## config.mk

```make
export PLATFORM = sky130hd
export DESIGN_NAME = audio_ctl_i2c
export DESIGN_NICKNAME = d
export VERILOG_FILES = /design/src/rtl/acb_pkg.sv /design/src/rtl/acb_line_sync.sv /design/src/rtl/acb_proto.sv /design/src/rtl/acb_regs.sv /design/src/rtl/audio_ctl_i2c.sv
export SDC_FILE = /design/constraint.sdc
export NUM_CORES = 1
export LEC_CHECK = 0
export BUFFER_PORTS_ARGS = -buffer_cell sky130_fd_sc_hd__buf_2
export CAP_MARGIN = 0
export CORE_MARGIN = 2
export CORE_UTILIZATION = 50
export CTS_CLUSTER_SIZE = 8
export DETAILED_ROUTE_END_ITERATION = 16
export PLACE_DENSITY = 0.64
export SLEW_MARGIN = 5
export SYNTH_ARGS = -nofsm -noshare
export SYNTH_HDL_FRONTEND = slang
export SYNTH_SLANG_ARGS = --single-unit
```

## constraint.sdc

```tcl
create_clock -name clk -period 3.7 [get_ports clk]
set_input_delay 0.37 -clock clk [delete_from_list [all_inputs] [get_ports clk]]
set_output_delay 0.37 -clock clk [all_outputs]
set_load 0.02 [all_outputs]
```

## src/rtl/acb_pkg.sv

```systemverilog
`timescale 1ns/1ps
package acb_pkg;
    localparam int ADDR_W = 7;
    localparam int BYTE_W = 8;

    typedef logic [BYTE_W-1:0] byte_t;
    typedef logic [ADDR_W-1:0] saddr_t;

    typedef enum logic [2:0] {
        ST_IDLE,
        ST_RX,
        ST_ACK,
        ST_TX,
        ST_MACK
    } bus_state_t;

    typedef enum logic [1:0] {
        PH_ADDR,
        PH_SUB,
        PH_DATA
    } rx_phase_t;

    typedef struct packed {
        logic start;
        logic stop;
        logic rise;
        logic fall;
        logic sda;
    } bus_evt_t;

    localparam byte_t SUB_SWITCH = 8'h00;
    localparam byte_t SUB_ADJUST = 8'h01;
    localparam byte_t SUB_PORTS  = 8'h02;
    localparam byte_t SUB_STATUS = 8'h03;

    function automatic saddr_t pick_addr(input logic sel, input saddr_t a0, input saddr_t a1);
        return sel ? a1 : a0;
    endfunction
endpackage

```

## src/rtl/acb_line_sync.sv

```systemverilog
`timescale 1ns/1ps
module acb_line_sync
    import acb_pkg::*;
#(
    parameter int STAGES = 2
) (
    input  logic     clk,
    input  logic     rst,
    input  logic     scl_i,
    input  logic     sda_i,
    output bus_evt_t evt,
    output logic     scl_lvl
);
    localparam int M = STAGES - 1;

    logic [STAGES-1:0] scl_q, sda_q;
    logic              scl_d, sda_d;

    always_ff @(posedge clk) begin
        if (rst) begin
            scl_q <= '1;
            sda_q <= '1;
            scl_d <= 1'b1;
            sda_d <= 1'b1;
        end else begin
            scl_q <= {scl_q[STAGES-2:0], scl_i};
            sda_q <= {sda_q[STAGES-2:0], sda_i};
            scl_d <= scl_q[M];
            sda_d <= sda_q[M];
        end
    end

    always_comb begin
        evt.start = scl_d & scl_q[M] & sda_d & ~sda_q[M];
        evt.stop  = scl_d & scl_q[M] & ~sda_d & sda_q[M];
        evt.rise  = ~scl_d & scl_q[M];
        evt.fall  = scl_d & ~scl_q[M];
        evt.sda   = sda_q[M];
        scl_lvl   = scl_q[M];
    end
endmodule

```

## src/rtl/acb_proto.sv

```systemverilog
`timescale 1ns/1ps
module acb_proto
    import acb_pkg::*;
#(
    parameter saddr_t ADDR_A = 7'h2C,
    parameter saddr_t ADDR_B = 7'h2D
) (
    input  logic       clk,
    input  logic       rst,
    input  bus_evt_t   evt,
    input  logic       addr_sel,
    input  byte_t      rd_data,
    output logic       sda_pull,
    output byte_t      sub,
    output logic       wr_en,
    output byte_t      wr_sub,
    output byte_t      wr_data,
    output bus_state_t state
);
    localparam logic [3:0] BITS = 4'(BYTE_W);

    rx_phase_t  phase;
    logic [3:0] cnt;
    byte_t      shreg;
    logic       rw;
    logic       mnack;

    always_ff @(posedge clk) begin
        if (rst) begin
            state    <= ST_IDLE;
            phase    <= PH_ADDR;
            cnt      <= '0;
            shreg    <= '0;
            rw       <= 1'b0;
            mnack    <= 1'b1;
            sub      <= '0;
            sda_pull <= 1'b0;
            wr_en    <= 1'b0;
            wr_sub   <= '0;
            wr_data  <= '0;
        end else begin
            wr_en <= 1'b0;
            if (evt.start) begin
                state    <= ST_RX;
                phase    <= PH_ADDR;
                cnt      <= '0;
                sda_pull <= 1'b0;
            end else if (evt.stop) begin
                state    <= ST_IDLE;
                sda_pull <= 1'b0;
            end else begin
                unique case (state)
                    ST_RX: begin
                        if (evt.rise && cnt < BITS) begin
                            shreg <= {shreg[BYTE_W-2:0], evt.sda};
                            cnt   <= cnt + 4'd1;
                        end else if (evt.fall && cnt == BITS) begin
                            unique case (phase)
                                PH_ADDR: begin
                                    if (shreg[BYTE_W-1:1] == pick_addr(addr_sel, ADDR_A, ADDR_B)) begin
                                        rw       <= shreg[0];
                                        phase    <= PH_SUB;
                                        state    <= ST_ACK;
                                        sda_pull <= 1'b1;
                                    end else begin
                                        state <= ST_IDLE;
                                    end
                                end
                                PH_SUB: begin
                                    sub      <= shreg;
                                    phase    <= PH_DATA;
                                    state    <= ST_ACK;
                                    sda_pull <= 1'b1;
                                end
                                default: begin
                                    wr_en    <= 1'b1;
                                    wr_sub   <= sub;
                                    wr_data  <= shreg;
                                    sub      <= sub + 8'd1;
                                    state    <= ST_ACK;
                                    sda_pull <= 1'b1;
                                end
                            endcase
                        end
                    end
                    ST_ACK: begin
                        if (evt.fall) begin
                            cnt <= '0;
                            if (rw) begin
                                shreg    <= rd_data;
                                sda_pull <= ~rd_data[BYTE_W-1];
                                state    <= ST_TX;
                            end else begin
                                sda_pull <= 1'b0;
                                state    <= ST_RX;
                            end
                        end
                    end
                    ST_TX: begin
                        if (evt.rise) begin
                            cnt <= cnt + 4'd1;
                        end else if (evt.fall) begin
                            if (cnt == BITS) begin
                                sda_pull <= 1'b0;
                                state    <= ST_MACK;
                            end else begin
                                shreg    <= {shreg[BYTE_W-2:0], 1'b0};
                                sda_pull <= ~shreg[BYTE_W-2];
                            end
                        end
                    end
                    ST_MACK: begin
                        if (evt.rise) begin
                            mnack <= evt.sda;
                            if (!evt.sda) sub <= sub + 8'd1;
                        end else if (evt.fall) begin
                            if (mnack) begin
                                state <= ST_IDLE;
                            end else begin
                                shreg    <= rd_data;
                                sda_pull <= ~rd_data[BYTE_W-1];
                                cnt      <= '0;
                                state    <= ST_TX;
                            end
                        end
                    end
                    default: ;
                endcase
            end
        end
    end
endmodule

```

## src/rtl/acb_regs.sv

```systemverilog
`timescale 1ns/1ps
module acb_regs
    import acb_pkg::*;
#(
    parameter int    NPORT   = 2,
    parameter int    NSTAT   = 2,
    parameter byte_t ID_SUB  = 8'hFE,
    parameter byte_t ID_CODE = 8'h80
) (
    input  logic             clk,
    input  logic             rst,
    input  logic             wr_en,
    input  byte_t            wr_sub,
    input  byte_t            wr_data,
    input  byte_t            rd_sub,
    input  logic [NSTAT-1:0] stat_in,
    output byte_t            sw_sel,
    output byte_t            adj_val,
    output logic [NPORT-1:0] port_q,
    output byte_t            rd_data
);
    logic [NSTAT-1:0] stat_s;

    for (genvar g = 0; g < NSTAT; g++) begin : g_stat
        logic [1:0] ff;
        always_ff @(posedge clk) begin
            if (rst) ff <= '0;
            else     ff <= {ff[0], stat_in[g]};
        end
        assign stat_s[g] = ff[1];
    end

    always_ff @(posedge clk) begin
        if (rst) begin
            sw_sel  <= '0;
            adj_val <= '0;
            port_q  <= '0;
        end else if (wr_en) begin
            unique case (wr_sub)
                SUB_SWITCH: sw_sel  <= wr_data;
                SUB_ADJUST: adj_val <= wr_data;
                SUB_PORTS:  port_q  <= wr_data[NPORT-1:0];
                default: ;
            endcase
        end
    end

    always_comb begin
        unique case (rd_sub)
            SUB_SWITCH: rd_data = sw_sel;
            SUB_ADJUST: rd_data = adj_val;
            SUB_PORTS:  rd_data = byte_t'(port_q);
            SUB_STATUS: rd_data = byte_t'(stat_s);
            ID_SUB:     rd_data = ID_CODE;
            default:    rd_data = '0;
        endcase
    end
endmodule

```

## src/rtl/audio_ctl_i2c.sv

```systemverilog
`timescale 1ns/1ps
module audio_ctl_i2c
    import acb_pkg::*;
#(
    parameter saddr_t ADDR_A   = 7'h2C,
    parameter saddr_t ADDR_B   = 7'h2D,
    parameter int     NPORT    = 2,
    parameter int     SYNC_LEN = 2,
    parameter byte_t  ID_SUB   = 8'hFE,
    parameter byte_t  ID_CODE  = 8'h80
) (
    input  logic             clk,
    input  logic             rst,
    input  logic             scl_i,
    input  logic             sda_i,
    input  logic             addr_sel,
    input  logic             stereo_id,
    input  logic             dual_id,
    output logic             sda_pull,
    output logic [NPORT-1:0] port_pull,
    output logic [7:0]       sw_sel,
    output logic [7:0]       adj_val
);
    bus_evt_t   evt;
    logic       scl_lvl;
    byte_t      sub, wr_sub, wr_data, rd_data;
    logic       wr_en;
    bus_state_t state;

    acb_line_sync #(.STAGES(SYNC_LEN)) u_sync (
        .clk(clk), .rst(rst), .scl_i(scl_i), .sda_i(sda_i),
        .evt(evt), .scl_lvl(scl_lvl)
    );

    acb_proto #(.ADDR_A(ADDR_A), .ADDR_B(ADDR_B)) u_proto (
        .clk(clk), .rst(rst), .evt(evt), .addr_sel(addr_sel),
        .rd_data(rd_data), .sda_pull(sda_pull), .sub(sub),
        .wr_en(wr_en), .wr_sub(wr_sub), .wr_data(wr_data), .state(state)
    );

    acb_regs #(.NPORT(NPORT), .NSTAT(2), .ID_SUB(ID_SUB), .ID_CODE(ID_CODE)) u_regs (
        .clk(clk), .rst(rst), .wr_en(wr_en), .wr_sub(wr_sub),
        .wr_data(wr_data), .rd_sub(sub), .stat_in({dual_id, stereo_id}),
        .sw_sel(sw_sel), .adj_val(adj_val), .port_q(port_pull),
        .rd_data(rd_data)
    );
endmodule

```

==> results.cfg, run 1 <==
[status]
status = completed

[yosys]
synth_edf_count = 0
yosysWarnings = 0
synth.distinct_cells = 68
synth_ff_type = dfxtp_1
netlist_area_um2 = 3520
synth_seq_area_share_pct = 41.6
syn_inst = 406
synth_fp_nets = 419
syn_avg_cell_area_um2 = 8.66
synth_top_area_share_pct = 41.6
ys_async_sr_fraction_pct = 0
synthTopCellsByArea = dfxtp_1, mux2i_1, nor2_1
yosysTopAreaCell = dfxtp_1
ys_ff_latch = 73

[setup_path]
rr_endpoint = u_proto.shreg[0]
critPathMaxStageDelay_ps = 830
cp_max_fo = 17
crit_slowest_cell = nor4_4
r2r_start = u_proto.state[0]
crit_type = reg -> reg
critPathCaptureType = flip-flop
crit_chain = nor3b_2 > a211oi_2 > nor4_4 > o211ai_1 > o211a_1
reg2reg_depth = 5
path_buf_inv = 0
start_kind = flip-flop
cp.arrival_ps = 2630
crit_family = simple AND/OR/NAND/NOR gates
required_ps = 3950
r2r_slack_ps = 1320

[timing]
fin_crit_sh_pct = 64.4
rsz0062_at_grt = no
worst_pin_slew_ps = 904
fmax_mhz = 419
slew_headroom_pct = 39.3
setup_ws_ps = 1320
fin_worst_skew_ps = 9.88
hold_viol = 0
fin_crit_ps = 2380
fin_hold_ws_ps = 196
setup_viol_count_final = 0
drv_slew = 0
final.setup.tns_ps = 0

[clock_network]
path_clk_slew_ps = 80
insertion_delay_ps = 350
clock_sinks = 73
ctsResizeCount = 0
htreeDepth = 3
cts_setup_buffers = 0
root_buffer = clkbuf_8
cts_hold_buf = 0
cts_tree = built
cts_max_path_buffers = 2
cts-buffers-inserted = 9

[final_layout]
drive_gt1_share_pct = 15.5
num_antenna_cells = 0
final_cell_area_um2 = 3890
final_cells = 523
area_growth_pct = 10.7
final_cell_mix = dfxtp_1, nor2_1, a21oi_1
layout.nets = 435
fill_cells = 643
fin_util_pct = 57.3
mostFrequentLayoutCell = dfxtp_1

[floorplanning]
start_util_pct = 51.7
dieArea_um2 = 7720
fp.dieW_um = 87.9
die_h_um = 87.9
num_rows = 30
core_area_um2 = 6790
ioPinCount = 26

[power]
swShare_pct = 23.4
powerDensity_nw_per_um2 = 403
finalPower_mw = 1.57
comb_power_share_pct = 4.0
p_switching_mw = 0.367
p_leak_nw = 1.45
peakVddDrop_v = 0.000313
power_frac_seq_pct = 51.7
internal_power_mw = 1.20
p_clk_share_pct = 44.3

[grt]
grt_usage_pct = 23.2
grt_max_degree = 63
grt_antenna_before_repair = 0
grt_pass1_vias = 2737
overflow = 0
grt_pass1_wl_mm = 13.8

[job]
maxCapViolCount = 0

[routing]
ant_nets = 0
routed_via_density = 5.74
via_count = 3002
dr_wl_met2_mm = 3.87
wl_per_cell_um = 16.2
dr.pass1.iters = 4
wirelength_met1_mm = 4.07
drt-total-wl_mm = 8.46
highest_layer = met4
drc = 0
drtIter0Drc = 270
route.met3.wl_um = 341

[place]
place.gp.congestion = 0.895
hpwlAfterDp_mm = 5.83
dp.cells = 507
dpl_cell_area_um2 = 3670
port_buffers = 25
dp_slack_ps = 1360

[min_path]
hold_class = in -> reg
hold_depth = 2
min_from = sda_i
holdPathEnd = u_sync.sda_q[0]
[synth_stat cells, types with 6 or more instances]
master	n
nand2_1	33
nor2b_1	7
nand3_1	26
a22oi_1	8
or2_2	7
nor2_1	50
mux2i_1	21
a21oi_1	37
inv_1	7
dfxtp_1	73
o21ai_0	15
clkbuf_1	15
ha_1	6
[kinds of logic after synthesis]
group	after synthesis	synth area share, %
buf+inv	31	4.20
compound gates	102	19.2
mux	22	6.30
simple gates	169	25.8
xor+xnor	3	0.747
fa+ha+maj	6	2.14
flops	73	41.6
[flip-flops by register name, indices dropped and copies added (netlist names), 3 cells and up]
signal and count:
u_proto.shreg 8, u_proto.sub 8, u_proto.wr_data 8, u_proto.wr_sub 8
u_regs.adj_val 8, u_regs.sw_sel 8, u_proto.cnt 4, u_regs.g_stat.ff 4
u_proto.state 3
[layout make-up]
type	instances	area, µm²	area share, %
Clock buffer	10	128	3.28
Sequential cell	73	1460	37.5
Multi-Input combinational cell	302	1910	49.1
Tap cell	96	120	3.09
Timing Repair Buffer	29	155	3.99
Clock inverter	6	90.1	2.31
Inverter	7	26.3	0.675
[power groups by stage]
stage / Clock [mW] / Sequential (mW) / Combinational, mW
global placement: 0 / 0.829 / 0.0616
detailed placement: 0 / 0.829 / 0.0620
global route: 0.739 / 0.813 / 0.0707
floorplan: 0 / 0.823 / 0.0511
finish: 0.696 / 0.811 / 0.0628
CTS: 0.708 / 0.811 / 0.0627
[routing by layer]
| layer | vias up | GRT usage [%] |
|---|---|---|
| met1 | 1427 | 33.4 |
| met2 | 69 | 34.4 |
| li1 | 1491 | - |
| met3 | 15 | 4.05 |
| met5 | - | 0 |
| met4 | 0 | 9.23 |
[worst max path at each step]
| stage | cells past startpoint | to | startpoint |
|---|---|---|---|
| floorplan | 6 | u_regs.sw_sel[0] | u_proto.wr_sub[5] |
| global route | 5 | u_proto.shreg[0] | u_proto.state[0] |
| detailed placement | 5 | u_proto.shreg[0] | u_proto.state[0] |
| global placement | 5 | u_proto.shreg[0] | u_proto.state[0] |
| finish | 5 | u_proto.shreg[0] | u_proto.state[0] |
| CTS | 5 | u_proto.shreg[0] | u_proto.state[0] |
Power figures use the tool's default switching activity.
==> inputs of run 2 (changes only) <==
==> constraint.sdc (replaced) <==
create_clock -name clk -period 2.35 [get_ports clk]
set_input_delay 0.235 -clock clk [delete_from_list [all_inputs] [get_ports clk]]
set_output_delay 0.235 -clock clk [all_outputs]
set_load 0.02 [all_outputs]
==> run 2 against run 1 <==
Against the previous run: non-clock buffer count grew 10; utilization grew 0.41 points; worst hold slack lost 120 ps; die area is the same; critical path type unchanged; largest cell class unchanged; largest power group unchanged.
==> results.cfg, run 2 (synthesis gave the netlist of run 1 again) <==
[status]
status = completed

[timing]
rsz0062_at_grt = no
drv_slew = 0
fin_crit_sh_pct = 88.1
hold_viol = 0
slew_headroom_pct = 61.9
final.setup.tns_ps = 0
fin_hold_ws_ps = 70.7
fin_worst_skew_ps = 7.97
fmax_mhz = 483
setup_viol_count_final = 0
fin_crit_ps = 2070
worst_pin_slew_ps = 570

[setup_path]
start_kind = flip-flop
crit_type = reg -> reg
crit_chain = buf_4 > or3b_1 > nor3_1 > or2_1 > nor2_1 > a311oi_2
cp.arrival_ps = 2330
crit_slowest_cell = or3b_1
crit_family = simple AND/OR/NAND/NOR gates
critPathMaxStageDelay_ps = 460
critPathCaptureType = flip-flop
r2r_slack_ps = 280
path_buf_inv = 1
r2r_start = u_proto.state[0]
cp_max_fo = 10
rr_endpoint = u_proto.sub[1]
required_ps = 2610
reg2reg_depth = 6

[clock_network]
root_buffer = clkbuf_8
cts_hold_buf = 0
clock_sinks = 73
path_clk_slew_ps = 80
cts-buffers-inserted = 9
insertion_delay_ps = 340
ctsResizeCount = 0
htreeDepth = 3
cts_tree = built
cts_max_path_buffers = 2
cts_setup_buffers = 0

[power]
power_frac_seq_pct = 56.7
finalPower_mw = 2.25
p_leak_nw = 1.47
peakVddDrop_v = 0.000312
comb_power_share_pct = 4.8
p_switching_mw = 0.564
p_clk_share_pct = 38.5
internal_power_mw = 1.68
swShare_pct = 25.1
powerDensity_nw_per_um2 = 573

[final_layout]
final_cell_mix = dfxtp_1, nor2_1, a21oi_1
num_antenna_cells = 0
layout.nets = 445
mostFrequentLayoutCell = dfxtp_1
drive_gt1_share_pct = 17.4
area_growth_pct = 11.5
fill_cells = 653

[floorplanning]
start_util_pct = 51.7
core_area_um2 = 6790
ioPinCount = 26
fp.dieW_um = 87.9
dieArea_um2 = 7720
die_h_um = 87.9
num_rows = 30

[min_path]
hold_depth = 2
holdPathEnd = u_sync.sda_q[0]
hold_class = in -> reg
min_from = sda_i

[grt]
overflow = 0
grt_max_degree = 54
grt_pass1_vias = 2862
grt_antenna_before_repair = 0
grt_usage_pct = 23.7
grt_pass1_wl_mm = 14.1

[place]
place.gp.congestion = 0.909
port_buffers = 25
hpwlAfterDp_mm = 6.09

[routing]
drtIter0Drc = 155
drc = 0
dr.pass1.iters = 4
ant_nets = 0
routed_via_density = 5.70
drt-total-wl_mm = 8.55
via_count = 3040
wl_per_cell_um = 16.0

[job]
maxCapViolCount = 0
[run 2: changes by cell type in the layout (fill, tap and decap cells not counted)]
| cell | previous run | this run |
|---|---|---|
| clkinv_2 | 1 | 2 |
| buf_4 | 4 | 14 |
| clkinvlp_4 | 1 | 2 |
| bufinv_16 | 2 | 0 |
[run 2: worst max path at each step]
stage	from	slack (ps)	depth (start not counted)	to
after floorplan	u_proto.wr_sub[5]	590	6	u_regs.sw_sel[0]
after global placement	u_proto.state[0]	390	6	u_proto.sub[1]
after detailed placement	u_proto.state[0]	320	6	u_proto.sub[1]
after CTS	u_proto.state[0]	290	6	u_proto.sub[1]
after global routing	u_proto.state[0]	90	6	u_proto.sub[1]
final	u_proto.state[0]	280	6	u_proto.sub[1]
[run 2: cell type report]
type / count / area, µm² / share of cell area (%)
flip-flops and latches: 73 / 1460 / 37.3
clock buffers: 10 / 128 / 3.26
inverters: 7 / 26.3 / 0.670
clock inverters: 6 / 42.5 / 1.09
repair buffers: 39 / 230 / 5.87
well taps: 96 / 120 / 3.06
multi-input cells: 302 / 1910 / 48.8
[run 2: per-layer routing]
layer  global-route usage [%]  routed length [µm]  vias up
met4                     8.53                 139        0
li1                         -                   -     1509
met5                        0                   0        -
met2                     36.2                3910       60
met3                     3.49                 251       12
met1                     34.0                4250     1459
[run 2: metrics by stage]
step	std cells	area (µm²)	worst slack, ps	utilization, %
after global routing	533	3920	87.4	57.7
after floorplan	406	3520	592	-
after global placement	517	3750	392	55.2
after CTS	533	3920	294	57.7
final	533	3920	279	57.7
after detailed placement	517	3750	317	55.2
[run 2: power groups by stage]
stage | sequential (mW) | combinational [mW] | clock [mW]
after floorplan | 1.30 | 0.0804 | 0
final | 1.27 | 0.109 | 0.864
after detailed placement | 1.30 | 0.108 | 0
after global routing | 1.28 | 0.120 | 0.941
after global placement | 1.30 | 0.106 | 0
after CTS | 1.27 | 0.108 | 0.881
[run 2: worst reg2reg max path: stages (launching register included)]
cell and delay, ps:
dfxtp_1 380, buf_4 190, or3b_1 460, nor3_1 280, or2_1 360, nor2_1 100, a311oi_2 230
